$ cat config.mk
export PLATFORM = sky130hd
export DESIGN_NAME = fetch_target_predictor
export DESIGN_NICKNAME = d
export VERILOG_FILES = /design/src/rtl/fetch_pred_pkg.sv /design/src/rtl/btb_store.sv /design/src/rtl/ret_stack.sv /design/src/rtl/fetch_target_predictor.sv
export SDC_FILE = /design/constraint.sdc
export NUM_CORES = 1
export LEC_CHECK = 0
export CORE_UTILIZATION = 60
export CTS_BUF_LIST = sky130_fd_sc_hd__clkbuf_8
export CTS_CLUSTER_SIZE = 30
export DETAILED_ROUTE_END_ITERATION = 12
export HOLD_SLACK_MARGIN = 0.03
export PLACE_DENSITY_LB_ADDON = 0.3
export SETUP_SLACK_MARGIN = 0.05
export SLEW_MARGIN = 20
export SYNTH_ARGS = -nofsm -noshare
export SYNTH_HDL_FRONTEND = slang
export SYNTH_SLANG_ARGS = --single-unit
$ cat constraint.sdc
create_clock -name clk -period 9.5 [get_ports clk]
set_input_delay 1.9 -clock clk [delete_from_list [all_inputs] [get_ports clk]]
set_output_delay 1.9 -clock clk [all_outputs]
set_load 0.02 [all_outputs]
$ cat src/rtl/fetch_pred_pkg.sv
// Shared definitions for the fetch target predictor.
// Assumes: the kind codes are fixed because the back end drives them directly.
package fetch_pred_pkg;

    typedef enum logic [1:0] {
        BK_COND = 2'b00,
        BK_JUMP = 2'b01,
        BK_CALL = 2'b10,
        BK_RET  = 2'b11
    } br_kind_e;

endpackage

$ cat src/rtl/btb_store.sv
// Direct-mapped tagged target table.
// What it does: a combinational read port for the fetch address and a
// synchronous write port for corrections.
// Assumes: addresses are 4-byte aligned, so bits [1:0] are not used for the index.
// A read and a write to the same slot in one cycle return the old contents.
module btb_store
    import fetch_pred_pkg::*;
#(
    parameter int PC_W  = 32,
    parameter int IDX_W = 4
) (
    input  logic            clk,
    input  logic            rst_n,
    input  logic [PC_W-1:0] rd_pc,
    output logic            rd_hit,
    output br_kind_e        rd_kind,
    output logic [PC_W-1:0] rd_target,
    output logic            rd_taken,
    input  logic            wr_en,
    input  logic [PC_W-1:0] wr_pc,
    input  br_kind_e        wr_kind,
    input  logic            wr_taken,
    input  logic [PC_W-1:0] wr_target
);

    localparam int ENTRIES = 1 << IDX_W;

    typedef struct packed {
        logic [PC_W-1:0] tag;
        logic [PC_W-1:0] target;
        logic            taken;
        br_kind_e        kind;
    } slot_t;

    logic [ENTRIES-1:0] vld_q;
    slot_t              slot_q [ENTRIES];
    logic [IDX_W-1:0]   rd_idx;
    logic [IDX_W-1:0]   wr_idx;
    slot_t              rd_slot;

    // Index extraction: word-aligned low address bits.
    always_comb begin
        rd_idx = rd_pc[IDX_W+1:2];
        wr_idx = wr_pc[IDX_W+1:2];
    end

    // Valid bits: cleared by reset, set by a correction.
    always_ff @(posedge clk) begin
        if (!rst_n) begin
            vld_q <= '0;
        end else if (wr_en) begin
            vld_q[wr_idx] <= 1'b1;
        end
    end

    // Slot payload: written on a correction, not reset.
    always_ff @(posedge clk) begin
        if (rst_n && wr_en) begin
            slot_q[wr_idx] <= '{tag: wr_pc, target: wr_target,
                                taken: wr_taken, kind: wr_kind};
        end
    end

    // Read port: a full-address tag compare decides the hit.
    always_comb begin
        rd_slot   = slot_q[rd_idx];
        rd_hit    = vld_q[rd_idx] && (rd_slot.tag == rd_pc);
        rd_kind   = rd_slot.kind;
        rd_target = rd_slot.target;
        rd_taken  = rd_slot.taken;
    end

    AST_WRITE_LANDS: assert property (@(posedge clk) disable iff (!rst_n)
        wr_en |=> (vld_q[$past(wr_idx)] && slot_q[$past(wr_idx)].tag == $past(wr_pc)))
        else $error("correction did not land");

    AST_WRITE_PAYLOAD: assert property (@(posedge clk) disable iff (!rst_n)
        wr_en |=> (slot_q[$past(wr_idx)].target == $past(wr_target)
                   && slot_q[$past(wr_idx)].kind == $past(wr_kind)))
        else $error("correction payload mismatch");

endmodule

$ cat src/rtl/ret_stack.sv
// Circular return-address stack.
// What it does: a push stores an address. A push onto a full stack overwrites
// the oldest address. A pop removes the newest address, and a pop on an empty
// stack is ignored.
// Assumes: push and pop are never both asserted; push takes priority if they are.
module ret_stack #(
    parameter int PC_W  = 32,
    parameter int DEPTH = 8
) (
    input  logic            clk,
    input  logic            rst_n,
    input  logic            push,
    input  logic [PC_W-1:0] push_addr,
    input  logic            pop,
    output logic [PC_W-1:0] top_addr,
    output logic            empty
);

    localparam int PTR_W = (DEPTH > 1) ? $clog2(DEPTH) : 1;
    localparam int CNT_W = $clog2(DEPTH + 1);
    localparam logic [PTR_W-1:0] LAST = PTR_W'(DEPTH - 1);
    localparam logic [CNT_W-1:0] FULL = CNT_W'(DEPTH);

    logic [PC_W-1:0]  slot_q [DEPTH];
    logic [PTR_W-1:0] wp_q;
    logic [CNT_W-1:0] cnt_q;
    logic [PTR_W-1:0] wp_next;
    logic [PTR_W-1:0] wp_prev;

    // Wrapping neighbours of the write pointer, valid for any depth.
    always_comb begin
        wp_next = (wp_q == LAST) ? '0 : wp_q + PTR_W'(1);
        wp_prev = (wp_q == '0) ? LAST : wp_q - PTR_W'(1);
    end

    // Pointer, occupancy and storage update.
    always_ff @(posedge clk) begin
        if (!rst_n) begin
            wp_q  <= '0;
            cnt_q <= '0;
        end else if (push) begin
            slot_q[wp_q] <= push_addr;
            wp_q         <= wp_next;
            if (cnt_q != FULL) cnt_q <= cnt_q + CNT_W'(1);
        end else if (pop && cnt_q != '0) begin
            wp_q  <= wp_prev;
            cnt_q <= cnt_q - CNT_W'(1);
        end
    end

    // Read side: the newest address sits just below the write pointer.
    always_comb begin
        top_addr = slot_q[wp_prev];
        empty    = (cnt_q == '0);
    end

    AST_CNT_BOUND: assert property (@(posedge clk) disable iff (!rst_n)
        cnt_q <= FULL)
        else $error("stack count beyond depth");

    AST_FULL_PUSH_HOLDS: assert property (@(posedge clk) disable iff (!rst_n)
        (push && cnt_q == FULL) |=> (cnt_q == FULL))
        else $error("overflow push changed count");

    AST_PUSH_ON_TOP: assert property (@(posedge clk) disable iff (!rst_n)
        push |=> (top_addr == $past(push_addr) && !empty))
        else $error("pushed address not on top");

    AST_POP_SHRINKS: assert property (@(posedge clk) disable iff (!rst_n)
        (pop && !push && cnt_q != '0) |=> (cnt_q == $past(cnt_q) - CNT_W'(1)))
        else $error("pop did not shrink stack");

endmodule

$ cat src/rtl/fetch_target_predictor.sv
// Fetch-stage target predictor: a tagged target table plus a return stack.
// What it does: the lookup is combinational in the fetch cycle. A call hit
// pushes the fall-through address; a return hit takes its target from the
// stack, and with an empty stack it is reported as no prediction.
// Assumes: one fetch address per cycle, 4-byte instructions, and corrections
// that arrive no earlier than the branch they describe.
module fetch_target_predictor
    import fetch_pred_pkg::*;
#(
    parameter int PC_W      = 32,
    parameter int IDX_W     = 4,
    parameter int RAS_DEPTH = 8
) (
    input  logic            clk,
    input  logic            rst_n,
    input  logic            fetch_valid,
    input  logic [PC_W-1:0] fetch_pc,
    output logic            pred_hit,
    output logic            pred_taken,
    output logic [PC_W-1:0] pred_next_pc,
    input  logic            fix_valid,
    input  logic [PC_W-1:0] fix_pc,
    input  logic [1:0]      fix_kind,
    input  logic            fix_taken,
    input  logic [PC_W-1:0] fix_target
);

    localparam logic [PC_W-1:0] INSN_BYTES = PC_W'(4);

    logic            lk_hit;
    br_kind_e        lk_kind;
    logic [PC_W-1:0] lk_target;
    logic            lk_taken;
    logic [PC_W-1:0] seq_pc;
    logic            tbl_hit;
    logic            is_call;
    logic            is_ret;
    logic            stk_push;
    logic            stk_pop;
    logic [PC_W-1:0] stk_top;
    logic            stk_empty;

    btb_store #(
        .PC_W (PC_W),
        .IDX_W(IDX_W)
    ) u_store (
        .clk      (clk),
        .rst_n    (rst_n),
        .rd_pc    (fetch_pc),
        .rd_hit   (lk_hit),
        .rd_kind  (lk_kind),
        .rd_target(lk_target),
        .rd_taken (lk_taken),
        .wr_en    (fix_valid),
        .wr_pc    (fix_pc),
        .wr_kind  (br_kind_e'(fix_kind)),
        .wr_taken (fix_taken),
        .wr_target(fix_target)
    );

    ret_stack #(
        .PC_W (PC_W),
        .DEPTH(RAS_DEPTH)
    ) u_stack (
        .clk      (clk),
        .rst_n    (rst_n),
        .push     (stk_push),
        .push_addr(seq_pc),
        .pop      (stk_pop),
        .top_addr (stk_top),
        .empty    (stk_empty)
    );

    // Classify the lookup and derive the stack operations.
    always_comb begin
        seq_pc   = fetch_pc + INSN_BYTES;
        tbl_hit  = fetch_valid && lk_hit;
        is_call  = tbl_hit && (lk_kind == BK_CALL);
        is_ret   = tbl_hit && (lk_kind == BK_RET);
        stk_push = is_call;
        stk_pop  = is_ret && !stk_empty;
    end

    // Select the prediction: stack for returns, table for the other kinds.
    always_comb begin
        pred_hit     = 1'b0;
        pred_taken   = 1'b0;
        pred_next_pc = seq_pc;
        if (is_ret) begin
            if (!stk_empty) begin
                pred_hit     = 1'b1;
                pred_taken   = 1'b1;
                pred_next_pc = stk_top;
            end
        end else if (tbl_hit) begin
            pred_hit   = 1'b1;
            pred_taken = lk_taken;
            if (lk_taken) pred_next_pc = lk_target;
        end
    end

    AST_MISS_NOT_TAKEN: assert property (@(posedge clk) disable iff (!rst_n)
        !pred_hit |-> (!pred_taken && pred_next_pc == fetch_pc + INSN_BYTES))
        else $error("miss gave a taken prediction");

    AST_EMPTY_RET_NO_HIT: assert property (@(posedge clk) disable iff (!rst_n)
        (fetch_valid && lk_hit && lk_kind == BK_RET && stk_empty) |-> !pred_hit)
        else $error("return predicted from empty stack");

    AST_IDLE_NO_HIT: assert property (@(posedge clk) disable iff (!rst_n)
        !fetch_valid |-> !pred_hit)
        else $error("hit without a fetch");

endmodule

# After elaboration in Yosys (flattened, before gate mapping)
# Memories as Yosys holds them, arrays and structs flattened.
# Cells that the tools add are included.
word_totals:
  regBits: 23
  ram_bits: 1328
  out_inout_bits: 34
  n_memories: 2
mem_list:
  columns: ["memory", "depth", "word_bits", "read_ports", "rd_ports_with_merged_regs", "write_ports", "line", "source"]
  rows:
  - ["u_store.slot_q", 16, 67, 1, 0, 1, "btb_store.sv:36", "slot_t slot_q [ENTRIES];"]
  - ["u_stack.slot_q", 8, 32, 1, 0, 1, "ret_stack.sv:24", "logic [PC_W-1:0] slot_q [DEPTH];"]
op_classes:
  add_sub_neg: 5
  magnitude_cmp: 3
  n_eq_ne: 6
  mux: 25
  n_bitwise: 1
  n_reduce_logical: 14
ops:
  columns: ["op", "n"]
  rows:
  - ["$mux W32", 4]
  - ["$add A32 B3 Y32 const B", 1]
  - ["$eq A32 B32 Y1", 1]
  - ["$or A16 B16 Y16", 1]
  - ["$mux W1", 12]
  - ["$mux W3", 4]
  - ["$mux W4", 3]
  - ["$lt A4 B5 Y1 const B", 2]
  - ["$logic_and A1 B1 Y1", 8]
  - ["$add A4 B1 Y4 const B", 1]
  - ["$bmux W1 S4", 1]
  - ["$demux W1 S4", 1]
  - ["$eq A2 B2 Y1 const B", 2]
  - ["$ge A4 B1 Y1 const B", 1]
  - ["$logic_not A4 Y1", 1]
  - ["$ne A4 B4 Y1 const B", 1]
  - ["$reduce_bool A4 Y1", 1]
  - ["$sub A4 B1 Y4 const B", 1]
  - ["$add A3 B1 Y3 const B", 1]
  - ["$eq A3 B3 Y1 const B", 1]
  - ["$logic_not A3 Y1", 1]
  - ["$sub A3 B1 Y3 const B", 1]
  - ["$ne A2 B1 Y1 const B", 1]
  - ["$reduce_and A2 Y1", 1]
  - ["other kinds (2)", 2]

# Longest topological paths before layout
# Gate-level depths: netlist of run 1.
depth:
  word_depth: 9
  depth_mapped: 21
  mapped_depth_nobuf: 14

# Modules after synthesis
# From an unflattened synthesis of run 1, not the netlist that was laid out.
unflattened:
  cells_unflattened: 2538
  hier_area_um2: 53570.1
modules_own_cells:
  columns: ["mod", "n_inst", "cells_each", "area_per_inst_um2"]
  rows:
  - ["btb_store", 1, 1829, 41965.2]
  - ["ret_stack", 1, 507, 10377.5]
  - ["fetch_target_predictor", 1, 202, 1227.4]

# Worst setup path after synthesis of run 1
# OpenSTA, ideal clock, no wires.
synth_path:
  path_type: "input port to flip-flop"
  from: "in rst_n"
  to: "mem u_store.slot_q[0][0] (netlist name) (enable)"
  arrival_ns: 7.066
  t_required_ns: 8.922
  path_slack_ns: 1.856
  stages: 4
  path_buffers: 1
  path_cell_list: "buf_4 -> nand2_1 -> or3_1 -> nor3_1"
synth_between:
  elab_chain_len: 3
synth_lines:
  columns: ["element", "line", "source"]
  rows:
  - ["start, declared", "fetch_target_predictor.sv:15", "input logic rst_n,"]
  - ["$logic_and A1 B1 Y1", "btb_store.sv:58", "if (rst_n && wr_en) begin"]
  - ["$mux W1", "btb_store.sv:58", null]
  - ["$mux W1 (not written as such)", "btb_store.sv:59", "slot_q[wr_idx] <= '{tag: wr_pc, target: wr_target,"]
  - ["end, declared", "btb_store.sv:36", null]
# No other way between the ends.

# Worst setup path after layout of run 1
layout_path:
  from: "in fetch_pc[2]"
  to: "out pred_next_pc[15]"
layout_between:
  elab_chain_len: 6
layout_lines:
  columns: ["element", "line", "source"]
  rows:
  - ["start, declared", "fetch_target_predictor.sv:17", "input logic [PC_W-1:0] fetch_pc,"]
  - ["$mem_v2 Z16 W67 / $bmux W1 S4 (equally long branches)", null, null]
  - ["$eq A32 B32 Y1 / $mux W1 (equally long branches)", "btb_store.sv:67", "rd_hit = vld_q[rd_idx] && (rd_slot.tag == rd_pc);"]
  - ["$logic_and A1 B1 Y1", "btb_store.sv:67", null]
  - ["$logic_and A1 B1 Y1", "fetch_target_predictor.sv:77", "tbl_hit = fetch_valid && lk_hit;"]
  - ["$mux W32 / $logic_and A1 B1 Y1 (equally long branches)", "fetch_target_predictor.sv:95, fetch_target_predictor.sv:79", null]
  - ["$mux W32 (*)", "fetch_target_predictor.sv:89", "if (is_ret) begin"]
  - ["end, declared", "fetch_target_predictor.sv:20", "output logic [PC_W-1:0] pred_next_pc,"]
# Mark *: on every way between the ends. The rest lies on a longest branch, timed or not. The select of a mux whose other input is x is not followed.

==> flow_metrics.tcl, run 1 <==
set metrics [dict create \
    gp_congestion 0.919 \
    holdBufCountCts 0 \
    syn_avg_cell_area_um2 20.8 \
    firstDrtPassIters 6 \
    syn2layout_area_growth_pct 12.3 \
    drv_slew 0 \
    maxCapViolCount 0 \
    port_buffers 136 \
    critPathLaunchType "input pin" \
    via_count 27900 \
    grt_pass1_vias 28100 \
    num_rows 109 \
    ys_types 82 \
    hp-start "u_store.vld_q[12]$_SDFFE_PN0P_" \
    reg2reg_from "u_store.slot_q[8][54]$_DFFE_PP_" \
    path_max_fanout 59 \
    syn_nets 2681 \
    finalSetupTns_ns 0 \
    place_ws_ns 0.772 \
    power.density_nw_per_um2 192 \
    period_share_pct 93.5 \
    setup_ws_ns 0.615 \
    nNetsFinal 2973 \
    synth_top_flop_cell "edfxtp_1" \
    grt_use_total_pct 29.8 \
    ys_top_cells_by_count "edfxtp_1, mux4_2, mux2i_1" \
    fin_crit_ns 8.88 \
    cts_setup_buffers 0 \
    worst_slew_pin_slew_ns 1.10 \
    numCtsBuffers 202 \
    io_pins 137 \
    dpl-instance-area_um2 56400 \
    wl_um 132000 \
    postRouteAntennaNets 0 \
    startpoint "fetch_pc[2]" \
    fmax_mhz 113 \
    synth_edf_count 1328 \
    cts_buffer_depth 3 \
    ys_seq_elements 1351 \
    cts_resized 0 \
    grt_remaining_overflow 0 \
    synth_top_area_share_pct 74.6 \
    viasPerCell 6.66 \
    cts_tree "yes" \
    synth.yosys.seq_area_share_pct 75.5 \
    synthArstFlopShare_pct 0 \
    arrival_ns 6.98 \
    holdCritPathClass "reg -> reg" \
    die_w_um 300 \
    grt_pass1_wl_um 191000 \
    synth_area_leader_cell "edfxtp_1" \
    start_util_pct 60.5 \
    cts_max_level 4 \
    synth_most_common_cell "edfxtp_1" \
    post_drt_wl_per_cell_um 31.5 \
    worstSkewPairLatency_ns 0.87 \
    hpwl_um 76000 \
    grt_max_degree 110 \
    clock_skew_ns 0.0408 \
    synthCells 2570 \
    netlist_area_um2 53400 \
    rsz0062_at_grt "false" \
    core-area_um2 88200 \
    cts-root-buf "clkbuf_8" \
    ir_drop_uv 121 \
    die_h_um 300 \
    antenna_found_initial 12 \
    worstSetupPathType "in -> out" \
    hold_viol_final 0 \
    final_core_util_pct 68.0 \
    drt_iter0_drc 3757 \
    yosys_warnings 0 \
    critPathCaptureType "output port" \
    max_slew_margin_pct 26.3 \
    drc_errors 0 \
    p_leak_nw 19.1 \
    synth_area_leaders "edfxtp_1, mux4_2, mux2i_1" \
    crit_required_ns 7.60 \
    fin_area_um2 60000 \
    dieArea_um2 90200 \
    clkSlewWorstSetupHoldPaths_ns 0.06 \
    setup_viol 0 \
    drive_gt1_share_pct 23.4 \
    cts_sinks 1351 \
    status "finished clean" \
]
[worst max-delay path: stages]
cell and delay [ns]:
buf_8 0.46, buf_4 0.48, mux2_1 0.37, a32oi_1 0.23, o32ai_1 0.14, or4_4 0.56, a2111oi_4 0.43, and4_1 0.32
nand2_1 0.56, o22ai_1 0.71, clkdlybuf4s50_1 0.72
[metal layers]
layer  vias to the layer above  global-route usage (%)  share of wire, %
met5                         -                       0             0.079
met3                       259                    8.69                12
met4                        16                    9.26               2.5
met1                     14400                    41.3                37
li1                      11400                       -                 -
met2                      1770                    46.3                48
[logic make-up after synthesis]
group | count (synthesis) | synth area share, %
fa+ha+maj | 8 | 0.201
flops | 1351 | 75.5
xor+xnor | 46 | 0.754
mux | 444 | 15.4
simple gates | 270 | 2.65
buf+inv | 171 | 1.61
compound gates | 280 | 3.88
[through the flow]
stage          hold slack, ns  power [W]  std cells
6_report                0.451     0.0115       4184
4_1_cts                 0.457     0.0115       4179
3_3_place_gp            0.434    0.00737       3823
5_1_grt                 0.472     0.0118       4183
3_5_place_dp            0.442    0.00739       3823
2_1_floorplan           0.426    0.00711       2570
[state kept, by name, indices dropped and copies added, names as in the netlist]
| signal | cells |
|---|---|
| u_store.slot_q | 1072 |
| u_stack.slot_q | 256 |
| u_stack.wp_q | 3 |
| u_stack.cnt_q | 4 |
| u_store.vld_q | 16 |
[path summary, 6_finish.rpt]
path	end	slack (ns)	cells past startpoint
hold reg to reg	u_store.vld_q[12]$_SDFFE_PN0P_	0.45	1
setup reg to reg	u_stack.cnt_q[3]$_SDFFE_PN0P_	4.64	14
setup / recovery	pred_next_pc[15]	0.62	11
hold / removal	u_store.vld_q[12]$_SDFFE_PN0P_	0.45	1
[power breakdown]
part	internal (W)	total [W]	switching [W]
logic	0.000257	0.000651	0.000394
clock network	0.00206	0.00422	0.00216
registers	0.00661	0.00662	0.0000138
[layout by cell type, fill, tap and decap left out, types with 24 or more instances in the layout]
master           instances
edfxtp_1              1328
mux4_2                 288
clkbuf_8               209
clkdlybuf4s50_1        131
mux2i_1                117
inv_1                   85
buf_4                   85
nor2_1                  58
nand2_1                 56
clkinv_1                56
a21oi_1                 50
nand3_1                 33
o22ai_1                 32
o21ai_0                 31
mux2_2                  28
o221ai_1                26
o22a_1                  26
clkinv_2                25
xor2_1                  24
[layout make-up]
class	count	area, um2
Antenna cell	5	12.5
Clock buffer	209	2880
Clock inverter	147	683
Fill cell	5364	28300
Inverter	35	133
Multi-Input combinational cell	1048	12400
Sequential cell	1351	40300
Tap cell	1165	1460
Timing Repair Buffer	224	2080
Power figures use the tool's default switching activity.
==> run 2, diff against run 1 <==
--- a/config.mk
+++ b/config.mk
@@ -7,8 +7,10 @@
 export LEC_CHECK = 0
 export CORE_UTILIZATION = 60
 export CTS_BUF_LIST = sky130_fd_sc_hd__clkbuf_8
+export CTS_CLUSTER_DIAMETER = 200
 export CTS_CLUSTER_SIZE = 30
 export DETAILED_ROUTE_END_ITERATION = 12
+export GPL_ROUTABILITY_DRIVEN = 0
 export HOLD_SLACK_MARGIN = 0.03
 export PLACE_DENSITY_LB_ADDON = 0.3
 export SETUP_SLACK_MARGIN = 0.05
==> run 2 against run 1 <==
  * Register-to-register slack improved by 0.04 ns
  * Combinational power barely moved
  * Non-clock buffer count did not move
  * Worst hold slack improved by 0.022 ns
  * Clock-buffer cell count fell by 157
  * Power fell by 18%
  * Global-route usage fell by 0.91 points
  * Utilization fell by 3.1 points
  * Sequential cell count did not move
  * Clock skew rose by 0.0065 ns
  * Clock power fell by 50%
==> flow_metrics.tcl, run 2 (synthesized netlist as in run 1, its figures left out) <==
set metrics [dict create \
    status "finished clean" \
    p_clk_share_pct 22.7 \
    cts_tree "yes" \
    holdCritPathClass "reg -> reg" \
    drv_slew 0 \
    die_w_um 300 \
    maxCapViolCount 0 \
    cts_resized 0 \
    firstDrtPassIters 6 \
    grt_pass1_vias 26700 \
    fmax_mhz 113 \
    setup_viol 0 \
    critPathCaptureType "output port" \
    io_pins 137 \
    via_count 27000 \
    final_core_util_pct 64.9 \
    rsz0062_at_grt "false" \
    die_h_um 300 \
    path_max_fanout 59 \
    grt_remaining_overflow 0 \
    grt_use_total_pct 28.9 \
    postRouteAntennaNets 0 \
    worst_slew_pin_slew_ns 1.10 \
    layout_commonest_cell "edfxtp_1" \
    drc_errors 0 \
    core-area_um2 88200 \
    crit_required_ns 7.60 \
    top_regs "u_store.slot_q (1072), u_stack.slot_q (256), u_store.vld_q (16)" \
    multi_input_area_um2 12400 \
    finalSetupTns_ns 0 \
    max_slew_margin_pct 25.9 \
    hold_viol_final 0 \
    setup_ws_ns 0.634 \
    worstSetupPathType "in -> out" \
    ir_drop_uv 122 \
    mostFrequentLayoutCells "edfxtp_1, mux4_2, clkdlybuf4s50_1" \
    drive_gt1_share_pct 18.7 \
    grt_max_degree 110 \
    syn2layout_area_growth_pct 7.19 \
    top_register "u_store.slot_q" \
    antenna_found_initial 17 \
    cts_buffer_depth 3 \
    power.total_w 0.00939 \
    port_buffers 136 \
    hold_slack_ns 0.474 \
    fill_cells 5599 \
    cts-root-buf "clkbuf_8" \
    start_util_pct 60.5 \
    fin_crit_ns 8.87 \
    dieArea_um2 90200 \
    wl_um 129000 \
    num_rows 109 \
    switching_share_pct 21.5 \
    numCtsBuffers 51 \
    p_comb_share_pct 6.9 \
    arrival_ns 6.97 \
    viasPerCell 6.91 \
    post_drt_wl_per_cell_um 33.1 \
    grt_pass1_wl_um 185000 \
    p_sw_w 0.00202 \
    cts_max_level 2 \
    power.share.sequential_pct 70.4 \
    cts_setup_buffers 0 \
    nNetsFinal 2822 \
    p_int_w 0.00737 \
    drt_iter0_drc 3912 \
    critPathLaunchType "input pin" \
    largest_reg_flops 1072 \
    register_area_um2 40300 \
    period_share_pct 93.3 \
    holdBufCountCts 0 \
    p_leak_nw 17.6 \
    power.density_nw_per_um2 164 \
    clkSlewWorstSetupHoldPaths_ns 0.16 \
    hpwl_um 76000 \
    place_ws_ns 0.772 \
    clock_skew_ns 0.0474 \
    worstSkewPairLatency_ns 0.78 \
    cts_sinks 1351 \
]
## run 2: worst max-delay path: stages
cell and delay, ns:
buf_8 0.44, buf_4 0.48, mux2_1 0.37, a32oi_1 0.21, o32ai_1 0.13, or4_4 0.56, a2111oi_4 0.44, and4_1 0.32
nand2_1 0.54, o22ai_1 0.73, clkdlybuf4s50_1 0.73
## run 2: final timing paths
check | slack (ns) | end | cells past startpoint | start
max | 0.63 | pred_next_pc[19] | 11 | fetch_pc[2]
min reg2reg | 0.47 | u_store.vld_q[12]$_SDFFE_PN0P_ | 1 | u_store.vld_q[12]$_SDFFE_PN0P_
max reg2reg | 4.68 | u_stack.cnt_q[3]$_SDFFE_PN0P_ | 14 | u_store.slot_q[8][54]$_DFFE_PP_
min | 0.47 | u_store.vld_q[12]$_SDFFE_PN0P_ | 1 | u_store.vld_q[12]$_SDFFE_PN0P_
## run 2: metal layers
layer / vias up / track usage (%) / wire length, um
met5: - / 0 / 179
met4: 20 / 6.35 / 2680
met3: 201 / 6.59 / 13900
met2: 1676 / 46.0 / 62800
met1: 14200 / 41.4 / 49600
li1: 10900 / - / -
## run 2: cell type report
| type | instances | area share [%] |
|---|---|---|
| antenna | 7 | 0.0306 |
| tap | 1165 | 2.55 |
| multi-input combinational | 1048 | 21.7 |
| timing repair buffer | 224 | 3.62 |
| clock buffer | 52 | 1.25 |
| sequential | 1351 | 70.4 |
| inverter | 35 | 0.232 |
| clock inverter | 24 | 0.218 |
## run 2: per-stage QoR
step | area (um2) | std cells
2_1_floorplan | 53400 | 2570
6_report | 57300 | 3906
5_1_grt | 57300 | 3903
3_3_place_gp | 56400 | 3823
4_1_cts | 57200 | 3899
3_5_place_dp | 56400 | 3823
## run 2: power groups by stage
| stage | Combinational, W | Clock, W | Sequential [W] |
|---|---|---|---|
| global route | 0.000682 | 0.00232 | 0.00662 |
| floorplan | 0.000362 | 0 | 0.00674 |
| finish | 0.000651 | 0.00213 | 0.00661 |
| global placement | 0.000630 | 0 | 0.00674 |
| CTS | 0.000646 | 0.00215 | 0.00661 |
| detailed placement | 0.000644 | 0 | 0.00675 |
